File: src/rtl/entropy_csr_pkg.sv
package entropy_csr_pkg;
  // register byte offsets
  localparam int OFF_CTRL  = 0;
  localparam int OFF_STAT  = 4;
  localparam int OFF_DATA  = 8;
  localparam int OFF_NOISE = 12;
  localparam int OFF_HTEST = 16;

  // control bit positions
  localparam int CB_EN    = 2;
  localparam int CB_CED   = 5;
  localparam int CB_LO    = 8;
  localparam int CB_DIV   = 16;
  localparam int CB_HI    = 20;
  localparam int CB_COND  = 30;
  localparam int CB_LOCK  = 31;
  localparam int CFG_LO_W = 8;
  localparam int CFG_HI_W = 6;
  localparam int DIV_W    = 4;

  // status bit positions
  localparam int SB_DRDY = 0;
  localparam int SB_CECS = 1;
  localparam int SB_SECS = 2;
  localparam int SB_CEIS = 5;
  localparam int SB_SEIS = 6;

  typedef enum logic [1:0] {
    CS_IDLE = 2'd0,
    CS_HOLD = 2'd1,
    CS_BUSY = 2'd2
  } cond_state_e;
endpackage

File: src/rtl/entropy_pipe.sv
module entropy_pipe #(
  parameter int W     = 32,
  parameter int DEPTH = 4
) (
  input  logic         clk,
  input  logic         rst_n,
  input  logic         push,
  input  logic [W-1:0] din,
  input  logic         pop,
  input  logic         flush,
  output logic [W-1:0] head,
  output logic         empty,
  output logic         full
);
  localparam int PW = (DEPTH > 1) ? $clog2(DEPTH) : 1;
  localparam int CW = $clog2(DEPTH + 1);

  logic [W-1:0]  mem [DEPTH];
  logic [PW-1:0] wr_ptr, rd_ptr;
  logic [CW-1:0] count;
  logic          do_push, do_pop;

  assign empty   = (count == '0);
  assign full    = (count == CW'(DEPTH));
  assign do_push = push & ~full & ~flush;
  assign do_pop  = pop & ~empty & ~flush;
  assign head    = mem[rd_ptr];

  function automatic logic [PW-1:0] step(input logic [PW-1:0] p);
    return (p == PW'(DEPTH - 1)) ? '0 : p + PW'(1);
  endfunction

  always_ff @(posedge clk) begin
    if (do_push) mem[wr_ptr] <= din;
  end

  always_ff @(posedge clk or negedge rst_n) begin
    if (!rst_n) begin
      wr_ptr <= '0;
      rd_ptr <= '0;
      count  <= '0;
    end else if (flush) begin
      wr_ptr <= '0;
      rd_ptr <= '0;
      count  <= '0;
    end else begin
      if (do_push) wr_ptr <= step(wr_ptr);
      if (do_pop)  rd_ptr <= step(rd_ptr);
      case ({do_push, do_pop})
        2'b10:   count <= count + CW'(1);
        2'b01:   count <= count - CW'(1);
        default: count <= count;
      endcase
    end
  end
endmodule

File: src/rtl/entropy_pacer.sv
module entropy_pacer #(
  parameter int EXP_W = 4
) (
  input  logic             clk,
  input  logic             rst_n,
  input  logic [EXP_W-1:0] exp_sel,
  output logic             tick
);
  localparam int CW = (1 << EXP_W) - 1;

  logic [CW-1:0] cnt;
  logic [CW-1:0] mask;

  // mask of the low exp_sel bits; exp_sel = CW wraps to all ones
  assign mask = (CW'(1) << exp_sel) - CW'(1);
  assign tick = ((cnt & mask) == '0);

  always_ff @(posedge clk or negedge rst_n) begin
    if (!rst_n) cnt <= '0;
    else        cnt <= cnt + CW'(1);
  end
endmodule

File: src/rtl/entropy_seed_ctl.sv
module entropy_seed_ctl
  import entropy_csr_pkg::*;
#(
  parameter int RESET_CYC   = 16,
  parameter int RECOVER_CYC = 8
) (
  input  logic clk,
  input  logic rst_n,
  input  logic fault,
  input  logic auto_recover,
  input  logic cond_set,
  input  logic cond_clear,
  output logic cond_busy,
  output logic seed_err,
  output logic flush
);
  localparam int MAXC  = (RESET_CYC > RECOVER_CYC) ? RESET_CYC : RECOVER_CYC;
  localparam int CNT_W = $clog2(MAXC + 1);

  cond_state_e      state;
  logic [CNT_W-1:0] cnt;
  logic [CNT_W-1:0] rec_cnt;
  logic             rec_fire;

  assign cond_busy = (state != CS_IDLE);
  assign rec_fire  = seed_err & auto_recover & (state == CS_IDLE) &
                     (rec_cnt == '0) & ~fault;
  assign flush     = cond_busy | rec_fire;

  always_ff @(posedge clk or negedge rst_n) begin
    if (!rst_n) begin
      state    <= CS_IDLE;
      cnt      <= '0;
      rec_cnt  <= '0;
      seed_err <= 1'b0;
    end else begin
      case (state)
        CS_IDLE: if (cond_set) state <= CS_HOLD;
        CS_HOLD: if (cond_clear) begin
          state <= CS_BUSY;
          cnt   <= CNT_W'(RESET_CYC - 1);
        end
        CS_BUSY: begin
          if (cond_set) begin
            state <= CS_HOLD;
          end else if (cnt == '0) begin
            state    <= CS_IDLE;
          end else begin
            cnt <= cnt - CNT_W'(1);
          end
        end
        default: state <= CS_IDLE;
      endcase

      if (fault) begin
        seed_err <= 1'b1;
        rec_cnt  <= CNT_W'(RECOVER_CYC - 1);
      end else if (state == CS_BUSY && cnt == '0 && !cond_set) begin
        seed_err <= 1'b0;
      end else if (rec_fire) begin
        seed_err <= 1'b0;
      end else if (seed_err && auto_recover && state == CS_IDLE) begin
        rec_cnt <= rec_cnt - CNT_W'(1);
      end
    end
  end
endmodule

File: src/rtl/entropy_csr.sv
module entropy_csr
  import entropy_csr_pkg::*;
#(
  parameter int ADDR_W      = 5,
  parameter int DEPTH       = 4,
  parameter int NOISE_W     = 18,
  parameter int RESET_CYC   = 16,
  parameter int RECOVER_CYC = 8
) (
  input  logic              clk,
  input  logic              rst_n,
  input  logic              bus_en,
  input  logic              bus_we,
  input  logic [ADDR_W-1:0] bus_addr,
  input  logic [31:0]       bus_wdata,
  output logic [31:0]       bus_rdata,
  input  logic              ent_valid,
  output logic              ent_ready,
  input  logic [31:0]       ent_data,
  input  logic              ent_fault,
  input  logic              clk_slow,
  input  logic              auto_recover
);
  localparam int DATA_W = 32;

  // register state
  logic                en_q, lock_q, ced_q;
  logic [DIV_W-1:0]    div_q;
  logic [CFG_LO_W-1:0] cfg_lo_q;
  logic [CFG_HI_W-1:0] cfg_hi_q;
  logic [NOISE_W-1:0]  nscr_q;
  logic [DATA_W-1:0]   htcr_q;
  logic                cecs_q, ceis_q, sei_q;

  // decode
  logic rd_req, wr_req;
  logic hit_ctrl, hit_stat, hit_data, hit_noise, hit_htest;
  logic wr_ctrl, wr_stat, wr_noise, wr_htest, rd_data;
  logic cond_set, cond_clear, cfg_take;

  assign rd_req    = bus_en & ~bus_we;
  assign wr_req    = bus_en & bus_we;
  assign hit_ctrl  = (bus_addr == ADDR_W'(OFF_CTRL));
  assign hit_stat  = (bus_addr == ADDR_W'(OFF_STAT));
  assign hit_data  = (bus_addr == ADDR_W'(OFF_DATA));
  assign hit_noise = (bus_addr == ADDR_W'(OFF_NOISE));
  assign hit_htest = (bus_addr == ADDR_W'(OFF_HTEST));
  assign wr_ctrl   = wr_req & hit_ctrl;
  assign wr_stat   = wr_req & hit_stat;
  assign wr_noise  = wr_req & hit_noise;
  assign wr_htest  = wr_req & hit_htest;
  assign rd_data   = rd_req & hit_data;
  assign cond_set   = wr_ctrl & bus_wdata[CB_COND];
  assign cond_clear = wr_ctrl & ~bus_wdata[CB_COND];
  assign cfg_take   = cond_set & ~lock_q;

  logic wdata_unused;
  assign wdata_unused = ^bus_wdata;

  // seed error and conditional reset sequencing
  logic cond_busy, seed_err, flush, fault_evt;
  assign fault_evt = ent_fault & en_q & ~cond_busy;

  entropy_seed_ctl #(
    .RESET_CYC  (RESET_CYC),
    .RECOVER_CYC(RECOVER_CYC)
  ) u_seed (
    .clk         (clk),
    .rst_n       (rst_n),
    .fault       (fault_evt),
    .auto_recover(auto_recover),
    .cond_set    (cond_set),
    .cond_clear  (cond_clear),
    .cond_busy   (cond_busy),
    .seed_err    (seed_err),
    .flush       (flush)
  );

  // rate divider
  logic tick;
  entropy_pacer #(.EXP_W(DIV_W)) u_pace (
    .clk    (clk),
    .rst_n  (rst_n),
    .exp_sel(div_q),
    .tick   (tick)
  );

  // output pipeline
  logic [DATA_W-1:0] head;
  logic              empty, full, push, pop;

  assign ent_ready = en_q & ~seed_err & ~cond_busy & ~full & tick;
  assign push      = ent_valid & ent_ready;
  assign pop       = rd_data & ~empty;

  entropy_pipe #(.W(DATA_W), .DEPTH(DEPTH)) u_pipe (
    .clk  (clk),
    .rst_n(rst_n),
    .push (push),
    .din  (ent_data),
    .pop  (pop),
    .flush(flush),
    .head (head),
    .empty(empty),
    .full (full)
  );

  // register updates
  always_ff @(posedge clk or negedge rst_n) begin
    if (!rst_n) begin
      en_q     <= 1'b0;
      lock_q   <= 1'b0;
      ced_q    <= 1'b0;
      div_q    <= '0;
      cfg_lo_q <= '0;
      cfg_hi_q <= '0;
      nscr_q   <= '0;
      htcr_q   <= '0;
      cecs_q   <= 1'b0;
      ceis_q   <= 1'b0;
      sei_q    <= 1'b0;
    end else begin
      if (wr_ctrl) en_q <= bus_wdata[CB_EN];
      if (wr_ctrl && bus_wdata[CB_LOCK]) lock_q <= 1'b1;
      if (cfg_take) begin
        ced_q    <= bus_wdata[CB_CED];
        div_q    <= bus_wdata[CB_DIV +: DIV_W];
        cfg_lo_q <= bus_wdata[CB_LO +: CFG_LO_W];
        cfg_hi_q <= bus_wdata[CB_HI +: CFG_HI_W];
      end
      if (wr_noise && cond_busy && !lock_q) nscr_q <= bus_wdata[NOISE_W-1:0];
      if (wr_htest && cond_busy && !lock_q) htcr_q <= bus_wdata;

      cecs_q <= clk_slow & ced_q;
      if (clk_slow && ced_q)                  ceis_q <= 1'b1;
      else if (wr_stat && !bus_wdata[SB_CEIS]) ceis_q <= 1'b0;

      if (fault_evt)                           sei_q <= 1'b1;
      else if (wr_stat && !bus_wdata[SB_SEIS]) sei_q <= 1'b0;
    end
  end

  // read view
  logic [DATA_W-1:0] ctrl_word, stat_word, data_word;

  always_comb begin
    ctrl_word                       = '0;
    ctrl_word[CB_EN]                = en_q;
    ctrl_word[CB_CED]               = ced_q;
    ctrl_word[CB_LO +: CFG_LO_W]    = cfg_lo_q;
    ctrl_word[CB_DIV +: DIV_W]      = div_q;
    ctrl_word[CB_HI +: CFG_HI_W]    = cfg_hi_q;
    ctrl_word[CB_COND]              = cond_busy;
    ctrl_word[CB_LOCK]              = lock_q;

    stat_word          = '0;
    stat_word[SB_DRDY] = ~empty;
    stat_word[SB_CECS] = cecs_q;
    stat_word[SB_SECS] = seed_err;
    stat_word[SB_CEIS] = ceis_q;
    stat_word[SB_SEIS] = sei_q;

    data_word = (seed_err | empty) ? '0 : head;
  end

  always_comb begin
    bus_rdata = '0;
    if (rd_req) begin
      if (hit_ctrl)       bus_rdata = ctrl_word;
      else if (hit_stat)  bus_rdata = stat_word;
      else if (hit_data)  bus_rdata = data_word;
      else if (hit_noise) bus_rdata = DATA_W'(nscr_q);
      else if (hit_htest) bus_rdata = htcr_q;
    end
  end
endmodule

File: config.mk
export PLATFORM = sky130hd
export DESIGN_NAME = entropy_csr
export DESIGN_NICKNAME = d
export VERILOG_FILES = /design/src/rtl/entropy_csr_pkg.sv /design/src/rtl/entropy_pipe.sv /design/src/rtl/entropy_pacer.sv /design/src/rtl/entropy_seed_ctl.sv /design/src/rtl/entropy_csr.sv
export SDC_FILE = /design/constraint.sdc
export NUM_CORES = 1
export LEC_CHECK = 0
export BUFFER_PORTS_ARGS = -buffer_cell sky130_fd_sc_hd__clkbuf_2
export CAP_MARGIN = 5
export CORE_ASPECT_RATIO = 0.75
export CORE_MARGIN = 2
export CORE_UTILIZATION = 54
export CTS_CLUSTER_DIAMETER = 50
export DETAILED_ROUTE_END_ITERATION = 16
export PLACE_DENSITY = 0.81
export SYNTH_ARGS = -nofsm -noshare
export SYNTH_HDL_FRONTEND = slang
export SYNTH_SLANG_ARGS = --single-unit
File: constraint.sdc
create_clock -name clk -period 10.1 [get_ports clk]
set_input_delay 2.02 -clock clk [delete_from_list [all_inputs] [get_ports clk]]
set_output_delay 2.02 -clock clk [all_outputs]
set_load 0.05 [all_outputs]
* Word-level counts from Yosys, hierarchy flattened *
Memories as Yosys holds them, arrays and structs flattened.
Index checks and enable logic that the tools add are counted.

word-level totals
  register bits after elaboration = 109
  bits in writable memories = 128
  input port bits = 77
  output and inout bits = 33
  logic and storage cells = 157
  memories kept = 1

memories
  memory      words  bits a word  read ports  clocked after memory_dff  wr ports  RTL line            RTL
  u_pipe.mem  4      32           1           0                         1         entropy_pipe.sv:18  logic [W-1:0] mem [DEPTH];

operators by class
  add/subtract/negate cells = 8
  eq/ne operators = 18
  shift operators = 1
  multiplexer cells = 37
  bitwise operators = 39
  reduce and logical (&&, ||, !) cells = 34

operators by type and width
  cell                     number
  $mux W32                 7
  $mux W5                  7
  $and A1 B1 Y1            27
  $mux W2                  10
  $add A15 B1 Y15 const B  1
  $and A15 B15 Y15         1
  $logic_not A15 Y1        1
  $logic_not A5 Y1         3
  $shl A1 B4 Y15 const A   1
  $sub A15 B2 Y15 const B  1
  $reduce_bool A2 Y1       7
  $logic_and A1 B1 Y1      12
  $eq A5 B4 Y1 const B     2
  $pmux W5 S2              1
  $sub A5 B1 Y5 const B    2
  $mux W1                  9
  $not A1 Y1               9
  $eq A2 B2 Y1 const B     4
  $ne A2 B2 Y1 const B     4
  $pmux W2 S3              1
  $pmux W3 S2              1
  $reduce_and A3 Y1        2
  $reduce_bool A3 Y1       2
  $eq A5 B3 Y1 const B     1
  other kinds (14)         21

* Depth between registers and ports, before layout *
Gate-level depths: netlist (run 1).

  word-level depth = 11
  depth in mapped cells = 15
  gate-level depth less buffers = 13

* Hierarchy *
Synthesis (run 1) repeated with hierarchy kept, for this count alone.

unflattened totals
  cells, all modules = 736
  area total of the unflattened synthesis = 10,767.8 µm²

modules (own cells, without submodules)
  module            instances  cells each  area each (µm²)  seq. area each (µm²)
  entropy_pipe      1          232         5,231.3          4,018.9
  entropy_csr       1          339         3,871.2          1,851.8
  entropy_pacer     1          98          920.9            375.4
  entropy_seed_ctl  1          67          744.5            325.3

* Worst setup path after synthesis (run 1) *
OpenSTA, ideal clock, no wires.

  path kind = input -> output
  from = input port bus_addr[2]
  to = output port bus_rdata[6]
  arrival time = 4.232 ns
  required time = 8.080 ns
  path slack = 3.848 ns
  stages = 7
  path buffers = 3
  cell sequence = buf_2 -> nor2_1 -> and3_1 -> buf_2 -> buf_2 -> nand2_1 -> a221oi_1

between the ends
  cells in the longest elaborated chain, start to end = 7
  elaborated cells between the ends (all ways) = 11
  those cells by class = eq/ne (4); mux (6); reduce/logical (1)

RTL lines
  item                RTL line            RTL
  start: declaration  entropy_csr.sv:14   input logic [ADDR_W-1:0] bus_addr,
  $eq A5 B5 Y1        entropy_csr.sv:47   assign hit_htest = (bus_addr == ADDR_W'(OFF_HTEST));
  $mux W32            entropy_csr.sv:173  else if (hit_htest) bus_rdata = htcr_q;
  $mux W32            entropy_csr.sv:172  else if (hit_noise) bus_rdata = DATA_W'(nscr_q);
  $mux W32            entropy_csr.sv:171  else if (hit_data) bus_rdata = data_word;
  $mux W32            entropy_csr.sv:170  else if (hit_stat) bus_rdata = stat_word;
  $mux W32 (*)        entropy_csr.sv:169  if (hit_ctrl) bus_rdata = ctrl_word;
  $mux W32 (*)        entropy_csr.sv:168  if (rd_req) begin
  end: declaration    entropy_csr.sv:16   output logic [31:0] bus_rdata,

Every way passes the cells marked *; elsewhere a longest branch is shown, timed or not.

* Final worst setup path (run 1) *
  from = input port bus_addr[3]
  to = output port bus_rdata[6]

Same word-level chain as after synthesis.

==> results.toml, run 1 <==
[run_status]
outcome = "completed"

[setup_path]
reg2regPathDepth = 12
critical_path_required_ns = 8.08
worstPathMaxFanout = 22
setup.worst_path.class = "input pin to output port"
worst_setup_path_end_kind = "output port"
worst_setup_path_start_kind = "input pin"
worst-endpoint-arrival_ns = 4.62

[sta]
skew_ns = 0.00848
layout_min_cycle_time_ns = 6.64
final-hold-violation-count = 0
hold_slack_ns = 0.498
transition_time_of_the_tightest_slew_check_pin_ns = 1.18
max-slew-margin-rel = 0.213
timing.fmax_mhz = 151
maxSlewViolCount = 0
fin_tns_setup_ns = 0
period_share = 0.657
timing.final.setup_violations = 0
grt_setup_unrepaired = "no"

[detailed_routing]
dr.max_layer_used = "met5"
drt-met1-wl_mm = 10.5
drtIter0Drc = 655
dr_total_vias = 6493
detailedRoute.firstPassIterationCount = 5
postRouteWirelength_mm = 24.2
drc = 0
routed_wl_met2_mm = 11.4
vias_per_cell = 5.92
antenna_violating_nets_post_route = 0
wl_per_cell_um = 22.0
total_length_of_routed_met3_wires_mm = 1.43

[yosys]
postSynthRegisterBits = 237
synth_cell_type_count = 70
synth_enable_flop_cells = 128
ys.flop_type = "sky130_fd_sc_hd__edfxtp_1"
post_synth_inst_count = 724
synth_xor_area_frac = 0.0191
synth_compound_area_frac = 0.0770
synth_fp_nets = 813
synth_area_per_cell_um2 = 14.5
synth_area_leaders = "sky130_fd_sc_hd__edfxtp_1 (37%), sky130_fd_sc_hd__dfrtp_1 (26%), sky130_fd_sc_hd__mux2_2 (7.4%), sky130_fd_sc_hd__mux4_2 (6.9%), sky130_fd_sc_hd__nand2_1 (2.2%)"
synth_fa_ha_area_frac = 0.0150
netlist_top_cells_count = "sky130_fd_sc_hd__edfxtp_1 (128), sky130_fd_sc_hd__dfrtp_1 (109), sky130_fd_sc_hd__mux2_2 (69), sky130_fd_sc_hd__nand2_1 (61)"
yosys.area_share.simple = 0.0861
yosysMostFrequentCell = "sky130_fd_sc_hd__edfxtp_1"
combinational_family_with_the_most_area_after_synthesis = "multiplexers"
syn-cell-area_um2 = 10500
synth.mux.area_fraction = 0.149
yosys_warn_count = 0
synth_seq_area_share = 0.625
synth_top_area_share = 0.365
yosys.area.top_type = "sky130_fd_sc_hd__edfxtp_1"
synth-async-reset-ratio = 0.460

[clock_tree]
cts-resized-gates = 0
insertion_delay_ns = 0.51
ctsHoldBuffers = 0
number_of_buffers_added_by_the_clock_tree_synthesis_step = 24
tritoncts_clock_tree = "built"
number_of_buffers_between_clock_root_and_the_deepest_sink = 3
clock_sinks = 237
cts-htree-levels = 1
clock-root-buffer = "sky130_fd_sc_hd__clkbuf_16"
clk_pin_slew_worst_paths_ns = 0.06
buffers_inserted_during_post_cts_setup_optimization = 0

[worst_hold_path]
hp-class = "flip-flop to flip-flop"
min_path_cells = 1

[floorplanning]
placement_rows = 44
core_box_area_um2 = 19200
design.die.area_um2 = 20600
io_pins = 110
initial_utilization = 0.548
die_x_um = 165
chipHeight_um = 125

[place]
place.detailed.instances = 1053
io_buffer_count = 109
finalWeightedCongestion = 0.840
post-dp-hpwl_mm = 16.0

[flow_run]
drv_cap = 0

[layout]
ant_cells = 0
numnets_final = 915
drive_gt1_frac = 0.331
area_added_between_synthesis_and_finish_pct = 14.9
n_fill_cell = 1416
post_layout_nonfiller_instances = 1097
fin_util = 0.629

[grt]
largest_net_degree_at_the_start_of_global_routing = 82
antenna_violations_before_repair = 1
grt_use_total = 0.245
grt_pass1_wl_mm = 38.5
first_global_vias = 6893
overflow = 0

[pwr]
cellPowerDensity_nw_per_um2 = 178
irDropWorstVdd_mv = 0.126
totalPowerFinal_mw = 2.15
p_leak_nw = 4.90
-- where the power goes --
| group | internal (mW) | total, mW | switching [mW] |
|---|---|---|---|
| clock | 0.584 | 0.949 | 0.365 |
| combinational | 0.0515 | 0.124 | 0.0728 |
| sequential | 1.05 | 1.08 | 0.0299 |
-- cell usage in the layout, fill, tap and decap left out, types with 3 or more instances in the layout --
cell / instances
sky130_fd_sc_hd__edfxtp_1: 128
sky130_fd_sc_hd__dfrtp_1: 108
sky130_fd_sc_hd__clkbuf_2: 108
sky130_fd_sc_hd__mux2_2: 69
sky130_fd_sc_hd__nand2_1: 61
sky130_fd_sc_hd__mux4_2: 32
sky130_fd_sc_hd__o21ai_0: 32
sky130_fd_sc_hd__a21oi_1: 31
sky130_fd_sc_hd__clkbuf_16: 25
sky130_fd_sc_hd__nor2_1: 19
sky130_fd_sc_hd__a22oi_1: 17
sky130_fd_sc_hd__nand3_1: 14
sky130_fd_sc_hd__xnor2_1: 14
sky130_fd_sc_hd__inv_1: 14
sky130_fd_sc_hd__buf_4: 12
sky130_fd_sc_hd__ha_1: 11
sky130_fd_sc_hd__a21o_1: 10
sky130_fd_sc_hd__xor2_1: 9
sky130_fd_sc_hd__and3_1: 8
sky130_fd_sc_hd__and2_1: 8
sky130_fd_sc_hd__clkinv_1: 6
sky130_fd_sc_hd__nand4_1: 5
sky130_fd_sc_hd__a221oi_1: 5
sky130_fd_sc_hd__mux2i_1: 5
sky130_fd_sc_hd__bufinv_16: 5
sky130_fd_sc_hd__nor3_1: 4
sky130_fd_sc_hd__nand2b_1: 4
sky130_fd_sc_hd__nor2b_1: 4
sky130_fd_sc_hd__o31ai_1: 4
sky130_fd_sc_hd__clkinv_2: 4
sky130_fd_sc_hd__nor2_2: 3
sky130_fd_sc_hd__a211oi_1: 3
sky130_fd_sc_hd__nor4b_1: 3
sky130_fd_sc_hd__a31oi_1: 3
-- through the flow --
stage                     worst slack [ns]  cell area (um2)
after floorplan                       3.85            10500
after global placement                3.53            11200
after detailed placement              3.47            11200
after CTS                             3.46            12100
after global routing                  3.22            12100
final                                 3.46            12100
-- state kept, by name (all words and copies together) (netlist names), 3 cells and up --
signal          count
u_seed.cnt          5
u_seed.rec_cnt      5
u_pipe.mem        128
nscr_q             18
u_pipe.count        3
cfg_lo_q            8
htcr_q             32
cfg_hi_q            6
div_q               4
u_pace.cnt         15
-- cell families (layout without fill, tap and decap cells) --
group / count (synthesis) / in the layout
multiplexers: 108 / 108
AO/OA/AOI/OAI: 124 / 124
flip-flops: 237 / 237
adder cells (fa/ha/maj): 12 / 12
XOR/XNOR: 23 / 23
buffers and inverters: 58 / 178
AND/OR/NAND/NOR: 162 / 162
-- worst paths after layout --
path | end | startpoint | slack [ns]
worst min register to register | htcr_q[18] | htcr_q[18] | 0.50
worst max-delay path | bus_rdata[6] | bus_addr[3] | 3.46
worst min-delay path | htcr_q[18] | htcr_q[18] | 0.50
max in group asynchronous | u_pipe.rd_ptr[0] | rst_n | 7.24
worst max register to register | u_pipe.count[2] | div_q[1] | 6.52
min in group asynchronous | u_pace.cnt[12] | rst_n | 1.43
-- final cells by class --
class / count / area [um2] / share of cell area
timing repair buffer: 120 / 631 / 0.0522
multi-input combinational: 429 / 3660 / 0.303
sequential: 237 / 6570 / 0.544
clock inverter: 17 / 208 / 0.0172
inverter: 14 / 52.6 / 0.00435
clock buffer: 27 / 643 / 0.0532
tap: 253 / 317 / 0.0262
-- critical path: stages --
cell and delay, ns:
sky130_fd_sc_hd__clkbuf_2 0.25, sky130_fd_sc_hd__nor4b_4 0.25, sky130_fd_sc_hd__buf_4 0.31, sky130_fd_sc_hd__nor4b_4 0.90, sky130_fd_sc_hd__a2bb2oi_1 0.13, sky130_fd_sc_hd__a221oi_1 0.41
sky130_fd_sc_hd__clkbuf_2 0.35
-- routing by layer --
metal  global-route usage  vias to the layer above
met4               0.0829                        2
met5                    0                        -
met2                0.389                      219
met3               0.0476                       44
li1                     -                     2943
met1                0.342                     3285
Note: power is estimated with default switching activity, not from simulation.
==> inputs of run 2 (changes only) <==
--- a/config.mk
+++ b/config.mk
@@ -5,6 +5,7 @@
 export SDC_FILE = /design/constraint.sdc
 export NUM_CORES = 1
 export LEC_CHECK = 0
+export ABC_AREA = 1
 export BUFFER_PORTS_ARGS = -buffer_cell sky130_fd_sc_hd__clkbuf_2
 export CAP_MARGIN = 5
 export CORE_ASPECT_RATIO = 0.75
==> constraint.sdc (replaced) <==
create_clock -name clk -period 6.15 [get_ports clk]
set_input_delay 1.23 -clock clk [delete_from_list [all_inputs] [get_ports clk]]
set_output_delay 1.23 -clock clk [all_outputs]
set_load 0.05 [all_outputs]
==> run 2 against run 1 <==
Net effect: worst setup slack worse by 1.9 ns; final cell count increased by 30%; flip-flop and latch count unchanged; clock skew is essentially flat; power rose by 64%; area after synthesis increased by 2.1%; highest routed layer is now met4.
==> results.toml, run 2 <==
[run_status]
outcome = "completed"

[worst_hold_path]
min_delay_worst_endpoint = "cfg_lo_q[4]"
worstHoldStart = "cfg_lo_q[4]"
min_path_cells = 2
hp-class = "flip-flop to flip-flop"

[yosys]
yosys.area.top_type = "sky130_fd_sc_hd__edfxtp_1"
yosysMostFrequentCell = "sky130_fd_sc_hd__nand2_1"
synth_area_leaders = "sky130_fd_sc_hd__edfxtp_1 (36%), sky130_fd_sc_hd__dfrtp_1 (25%), sky130_fd_sc_hd__nand2_1 (8.1%), sky130_fd_sc_hd__o21ai_0 (4.7%), sky130_fd_sc_hd__inv_1 (3.1%)"
yosys_warn_count = 0
post_synth_inst_count = 1065
netlist_top_cells_count = "sky130_fd_sc_hd__nand2_1 (231), sky130_fd_sc_hd__edfxtp_1 (128), sky130_fd_sc_hd__dfrtp_1 (109), sky130_fd_sc_hd__o21ai_0 (100), sky130_fd_sc_hd__inv_1 (89)"
syn-cell-area_um2 = 10700
postSynthRegisterBits = 237
synth_seq_area_share = 0.612
synth_cell_type_count = 50
synth_top_area_share = 0.358
ys.flop_type = "sky130_fd_sc_hd__edfxtp_1"
synth-async-reset-ratio = 0.460
synth_area_per_cell_um2 = 10.1
synth_enable_flop_cells = 128
synth_fp_nets = 1154

[sta]
transition_time_of_the_tightest_slew_check_pin_ns = 0.928
layout_min_cycle_time_ns = 4.62
grt_setup_unrepaired = "no"
timing.fmax_mhz = 216
fin_tns_setup_ns = 0
max-slew-margin-rel = 0.379
timing.final.setup_violations = 0
hold_slack_ns = 0.485
period_share = 0.752
skew_ns = 0.00805
final-hold-violation-count = 0
maxSlewViolCount = 0

[clock_tree]
insertion_delay_ns = 0.51
ctsHoldBuffers = 0
clk_pin_slew_worst_paths_ns = 0.06
cts-resized-gates = 0
clock-root-buffer = "sky130_fd_sc_hd__clkbuf_16"
clock_sinks = 237
buffers_inserted_during_post_cts_setup_optimization = 0
number_of_buffers_between_clock_root_and_the_deepest_sink = 3
number_of_buffers_added_by_the_clock_tree_synthesis_step = 23
cts-htree-levels = 1
tritoncts_clock_tree = "built"

[floorplanning]
chipHeight_um = 126
design.die.area_um2 = 21000
io_pins = 110
initial_utilization = 0.553
die_x_um = 167
placement_rows = 44
core_box_area_um2 = 19400

[setup_path]
worst_setup_path_end_kind = "output port"
critical_path.reg2reg.endpoint = "u_pipe.count[2]"
regToRegSetupSlack_ns = 2.78
worst-endpoint-arrival_ns = 3.39
worst_setup_path_start_kind = "input pin"
setup.worst_path.class = "input pin to output port"
regToRegStartpoint = "div_q[3]"
worstPathMaxFanout = 22
critical_path_required_ns = 4.92
reg2regPathDepth = 16

[layout]
area_added_between_synthesis_and_finish_pct = 14.0
largest_register_ffs = 128
reg_top3 = "u_pipe.mem x128, htcr_q x32, nscr_q x18"
numnets_final = 1247
post_layout_nonfiller_instances = 1429
layout_common_cells = "sky130_fd_sc_hd__nand2_1 (230), sky130_fd_sc_hd__edfxtp_1 (128), sky130_fd_sc_hd__dfrtp_1 (108), sky130_fd_sc_hd__clkbuf_2 (108), sky130_fd_sc_hd__o21ai_0 (100)"
top_register = "u_pipe.mem"
final_common_cell = "sky130_fd_sc_hd__nand2_1"
drive_gt1_frac = 0.180

[detailed_routing]
drtIter0Drc = 810
postRouteWirelength_mm = 24.3
drc = 0
detailedRoute.firstPassIterationCount = 5
vias_per_cell = 5.58
antenna_violating_nets_post_route = 0
wl_per_cell_um = 17.0
dr_total_vias = 7969

[place]
post-dp-hpwl_mm = 16.3
finalWeightedCongestion = 0.855
place.detailed.instances = 1386
io_buffer_count = 109

[flow_run]
drv_cap = 0

[grt]
overflow = 0
grt_use_total = 0.231
largest_net_degree_at_the_start_of_global_routing = 78
grt_pass1_wl_mm = 38.9
first_global_vias = 7460
antenna_violations_before_repair = 1

[pwr]
p_leak_nw = 5.37
irDropWorstVdd_mv = 0.207
cellPowerDensity_nw_per_um2 = 289
totalPowerFinal_mw = 3.53
## run 2: cell types whose count changed in the layout (fill, tap and decap cells not counted), moves of 45 or more
cell,previous run,this run
sky130_fd_sc_hd__inv_1,14,89
sky130_fd_sc_hd__nand2_1,61,230
sky130_fd_sc_hd__mux2_2,69,0
sky130_fd_sc_hd__o21ai_0,32,100
sky130_fd_sc_hd__nand3_1,14,59
sky130_fd_sc_hd__nor2_1,19,73
## run 2: cells by family (layout without fill, tap and decap cells)
| logic type | count (synthesis) | in the layout | share of synthesized area |
|---|---|---|---|
| compound gates | 233 | 233 | 0.125 |
| xor+xnor | 15 | 15 | 0.0122 |
| fa+ha+maj | 12 | 12 | 0.0147 |
| buf+inv | 148 | 258 | 0.0579 |
| flops | 237 | 237 | 0.612 |
| mux | 6 | 6 | 0.00617 |
| other cells | 0 | 1 | 0 |
| simple gates | 414 | 414 | 0.172 |
## run 2: layout make-up
type	instances	area, um2
antenna	1	2.50
clock buffer	30	642
clock inverter	12	170
fill	1509	7190
inverter	98	368
multi-input combinational	680	3560
sequential	237	6570
tap	253	317
timing repair buffer	118	616
## run 2: worst max-delay path, cell delays in order
cell	delay [ns]
sky130_fd_sc_hd__clkbuf_2	0.10
sky130_fd_sc_hd__nor2_4	0.14
sky130_fd_sc_hd__nand2_4	0.08
sky130_fd_sc_hd__nor3_4	0.71
sky130_fd_sc_hd__buf_4	0.34
sky130_fd_sc_hd__nand2_1	0.07
sky130_fd_sc_hd__a22o_1	0.20
sky130_fd_sc_hd__a21oi_1	0.19
sky130_fd_sc_hd__clkbuf_2	0.34
## run 2: worst max path at each step
stage / to / startpoint / cells past startpoint
3_3_place_gp: bus_rdata[15] / bus_addr[1] / 9
3_5_place_dp: bus_rdata[24] / bus_addr[1] / 9
4_1_cts: bus_rdata[24] / bus_addr[1] / 9
5_1_grt: bus_rdata[15] / bus_addr[1] / 9
2_1_floorplan: bus_rdata[20] / bus_addr[1] / 6
6_report: bus_rdata[15] / bus_addr[1] / 9
## run 2: report_power, final
group	total [mW]	leakage [nW]	switching, mW	internal (mW)
combinational	0.283	2.35	0.192	0.0907
sequential	1.76	2.62	0.0372	1.73
clock	1.49	0.399	0.582	0.907
## run 2: per-stage QoR
step                      worst slack (ns)   util  cell area [um2]
after detailed placement              1.57  0.588            11400
after global routing                  1.31  0.630            12200
after CTS                             1.55  0.630            12200
final                                 1.53  0.630            12200
after floorplan                       1.71      -            10700
after global placement                1.61  0.588            11400
## run 2: per-layer routing
metal	vias to the layer above	routed length [um]	track usage
met4	0	660	0.0674
met5	-	0	0
met3	45	2250	0.0610
li1	3816	-	-
met1	3776	10300	0.324
met2	332	11100	0.360
==> inputs of run 3 (changes only) <==
==> constraint.sdc (replaced) <==
create_clock -name clk -period 4.4 [get_ports clk]
set_input_delay 0.88 -clock clk [delete_from_list [all_inputs] [get_ports clk]]
set_output_delay 0.88 -clock clk [all_outputs]
set_load 0.05 [all_outputs]
==> run 3 against run 2 <==
Net effect: sequential share of layout area rose by 0.055 points; via count rose by 1.1%; power rose by 37%; first-iteration DRC count fell by 2.0%; worst setup slack got worse by 0.99 ns; count of clock-buffer cells in the layout fell by 2; die area did not move; non-clock buffer count rose by 7; cell area fell by 0.10%; clock skew rose by 0.0018 ns; critical path depth fell by 3; global-route usage rose by 0.99 points; largest power group unchanged.
==> results.toml, run 3 (same netlist as run 2, synthesis figures left out) <==
[run_status]
outcome = "completed"

[grt]
grt_use_total = 0.241
largest_net_degree_at_the_start_of_global_routing = 78
overflow = 0
first_global_vias = 7750
grt_pass1_wl_mm = 40.2
antenna_violations_before_repair = 0

[clock_tree]
cts-htree-levels = 1
tritoncts_clock_tree = "built"
number_of_buffers_added_by_the_clock_tree_synthesis_step = 23
buffers_inserted_during_post_cts_setup_optimization = 0
clk_pin_slew_worst_paths_ns = 0.06
insertion_delay_ns = 0.51
clock_sinks = 237
ctsHoldBuffers = 0
clock-root-buffer = "sky130_fd_sc_hd__clkbuf_16"
cts-resized-gates = 0
number_of_buffers_between_clock_root_and_the_deepest_sink = 3

[detailed_routing]
antenna_violating_nets_post_route = 0
vias_per_cell = 5.62
wl_per_cell_um = 17.7
drtIter0Drc = 794
dr_total_vias = 8060
detailedRoute.firstPassIterationCount = 7
postRouteWirelength_mm = 25.4
drc = 0

[sta]
fin_tns_setup_ns = 0
max-slew-margin-rel = 0.398
maxSlewViolCount = 0
period_share = 0.879
final-hold-violation-count = 0
skew_ns = 0.00981
timing.fmax_mhz = 259
layout_min_cycle_time_ns = 3.87
transition_time_of_the_tightest_slew_check_pin_ns = 0.900
grt_setup_unrepaired = "no"
timing.final.setup_violations = 0

[setup_path]
crit_path_largest_cell_delay_ns = 0.79
setup.worst_path.class = "input pin to output port"
worst_setup_path_end_kind = "output port"
critical_path_required_ns = 3.52
regToRegSetupSlack_ns = 1.08
critical_path.cell_chain = "clkbuf_2 > inv_1 > nor2_1 > clkinv_1 > nor3_1 > clkbuf_2"
worst_setup_path_start_kind = "input pin"
worstPathMaxFanout = 19
worst-endpoint-arrival_ns = 2.99
regToRegStartpoint = "div_q[1]"
reg2regPathDepth = 14
critical_path.reg2reg.endpoint = "u_pipe.count[2]"
timing.critical_path.mode_cell = "sky130_fd_sc_hd__clkbuf_2"
crit_path_top_delay_cell = "sky130_fd_sc_hd__clkinv_1"

[layout]
largest_register_ffs = 128
numnets_final = 1254
layout_common_cells = "sky130_fd_sc_hd__nand2_1 (230), sky130_fd_sc_hd__edfxtp_1 (128), sky130_fd_sc_hd__dfrtp_1 (108), sky130_fd_sc_hd__clkbuf_2 (108), sky130_fd_sc_hd__o21ai_0 (100)"
area_added_between_synthesis_and_finish_pct = 13.9
top_register = "u_pipe.mem"
ant_cells = 0
drive_gt1_frac = 0.180
final_common_cell = "sky130_fd_sc_hd__nand2_1"
reg_top3 = "u_pipe.mem x128, htcr_q x32, nscr_q x18"

[flow_run]
drv_cap = 0

[place]
post-dp-hpwl_mm = 17.0
finalWeightedCongestion = 0.869
io_buffer_count = 109

[floorplanning]
design.die.area_um2 = 21000
io_pins = 110
die_x_um = 167
initial_utilization = 0.553
chipHeight_um = 126
placement_rows = 44
core_box_area_um2 = 19400

[worst_hold_path]
hp-class = "input pin to asynchronous set/reset pin"

[pwr]
p_leak_nw = 5.36
totalPowerFinal_mw = 4.85
irDropWorstVdd_mv = 0.331
cellPowerDensity_nw_per_um2 = 396
run 3: cell type report:
type,instances,area (um2)
Inverter,98,368
Clock buffer,28,604
Tap cell,253,317
Clock inverter,13,145
Fill cell,1533,7200
Sequential cell,237,6570
Multi-Input combinational cell,680,3560
Timing Repair Buffer,125,668
run 3: worst max-delay path by stage:
stage                         end  slack (ns)         from  cells after the start
floorplan           bus_rdata[20]        0.66  bus_addr[1]                      6
global placement    bus_rdata[29]        0.70       bus_en                      6
finish               bus_rdata[3]        0.53       bus_en                      6
CTS                  bus_rdata[3]        0.55       bus_en                      6
global route         bus_rdata[3]        0.38       bus_en                      6
detailed placement   bus_rdata[3]        0.55       bus_en                      6
run 3: per-layer routing:
metal,global-route usage,up-vias,part of all wire
met5,0,-,0
met2,0.379,329,0.46
met1,0.334,3849,0.42
li1,-,3823,-
met3,0.0572,59,0.087
met4,0.0832,0,0.032
run 3: critical path: cells and delay by family:
kind | cells | cell delay, ns
buffers and inverters | 4 | 1.25
and+or+nand+nor | 2 | 0.85
run 3: power by group:
| group | internal [mW] | switching (mW) |
|---|---|---|
| registers | 2.41 | 0.0565 |
| clock network | 1.15 | 0.826 |
| logic | 0.128 | 0.269 |
run 3: per-stage QoR:
step / utilization / instance area (um2) / setup slack [ns] / hold WS, ns / cells
finish: 0.630 / 12200 / 0.533 / 0.428 / 1434
floorplan: - / 10700 / 0.662 / 0.443 / 1065
CTS: 0.630 / 12200 / 0.546 / 0.451 / 1434
global placement: 0.591 / 11500 / 0.703 / 0.465 / 1393
global route: 0.630 / 12200 / 0.376 / 0.480 / 1434
detailed placement: 0.591 / 11500 / 0.554 / 0.470 / 1393
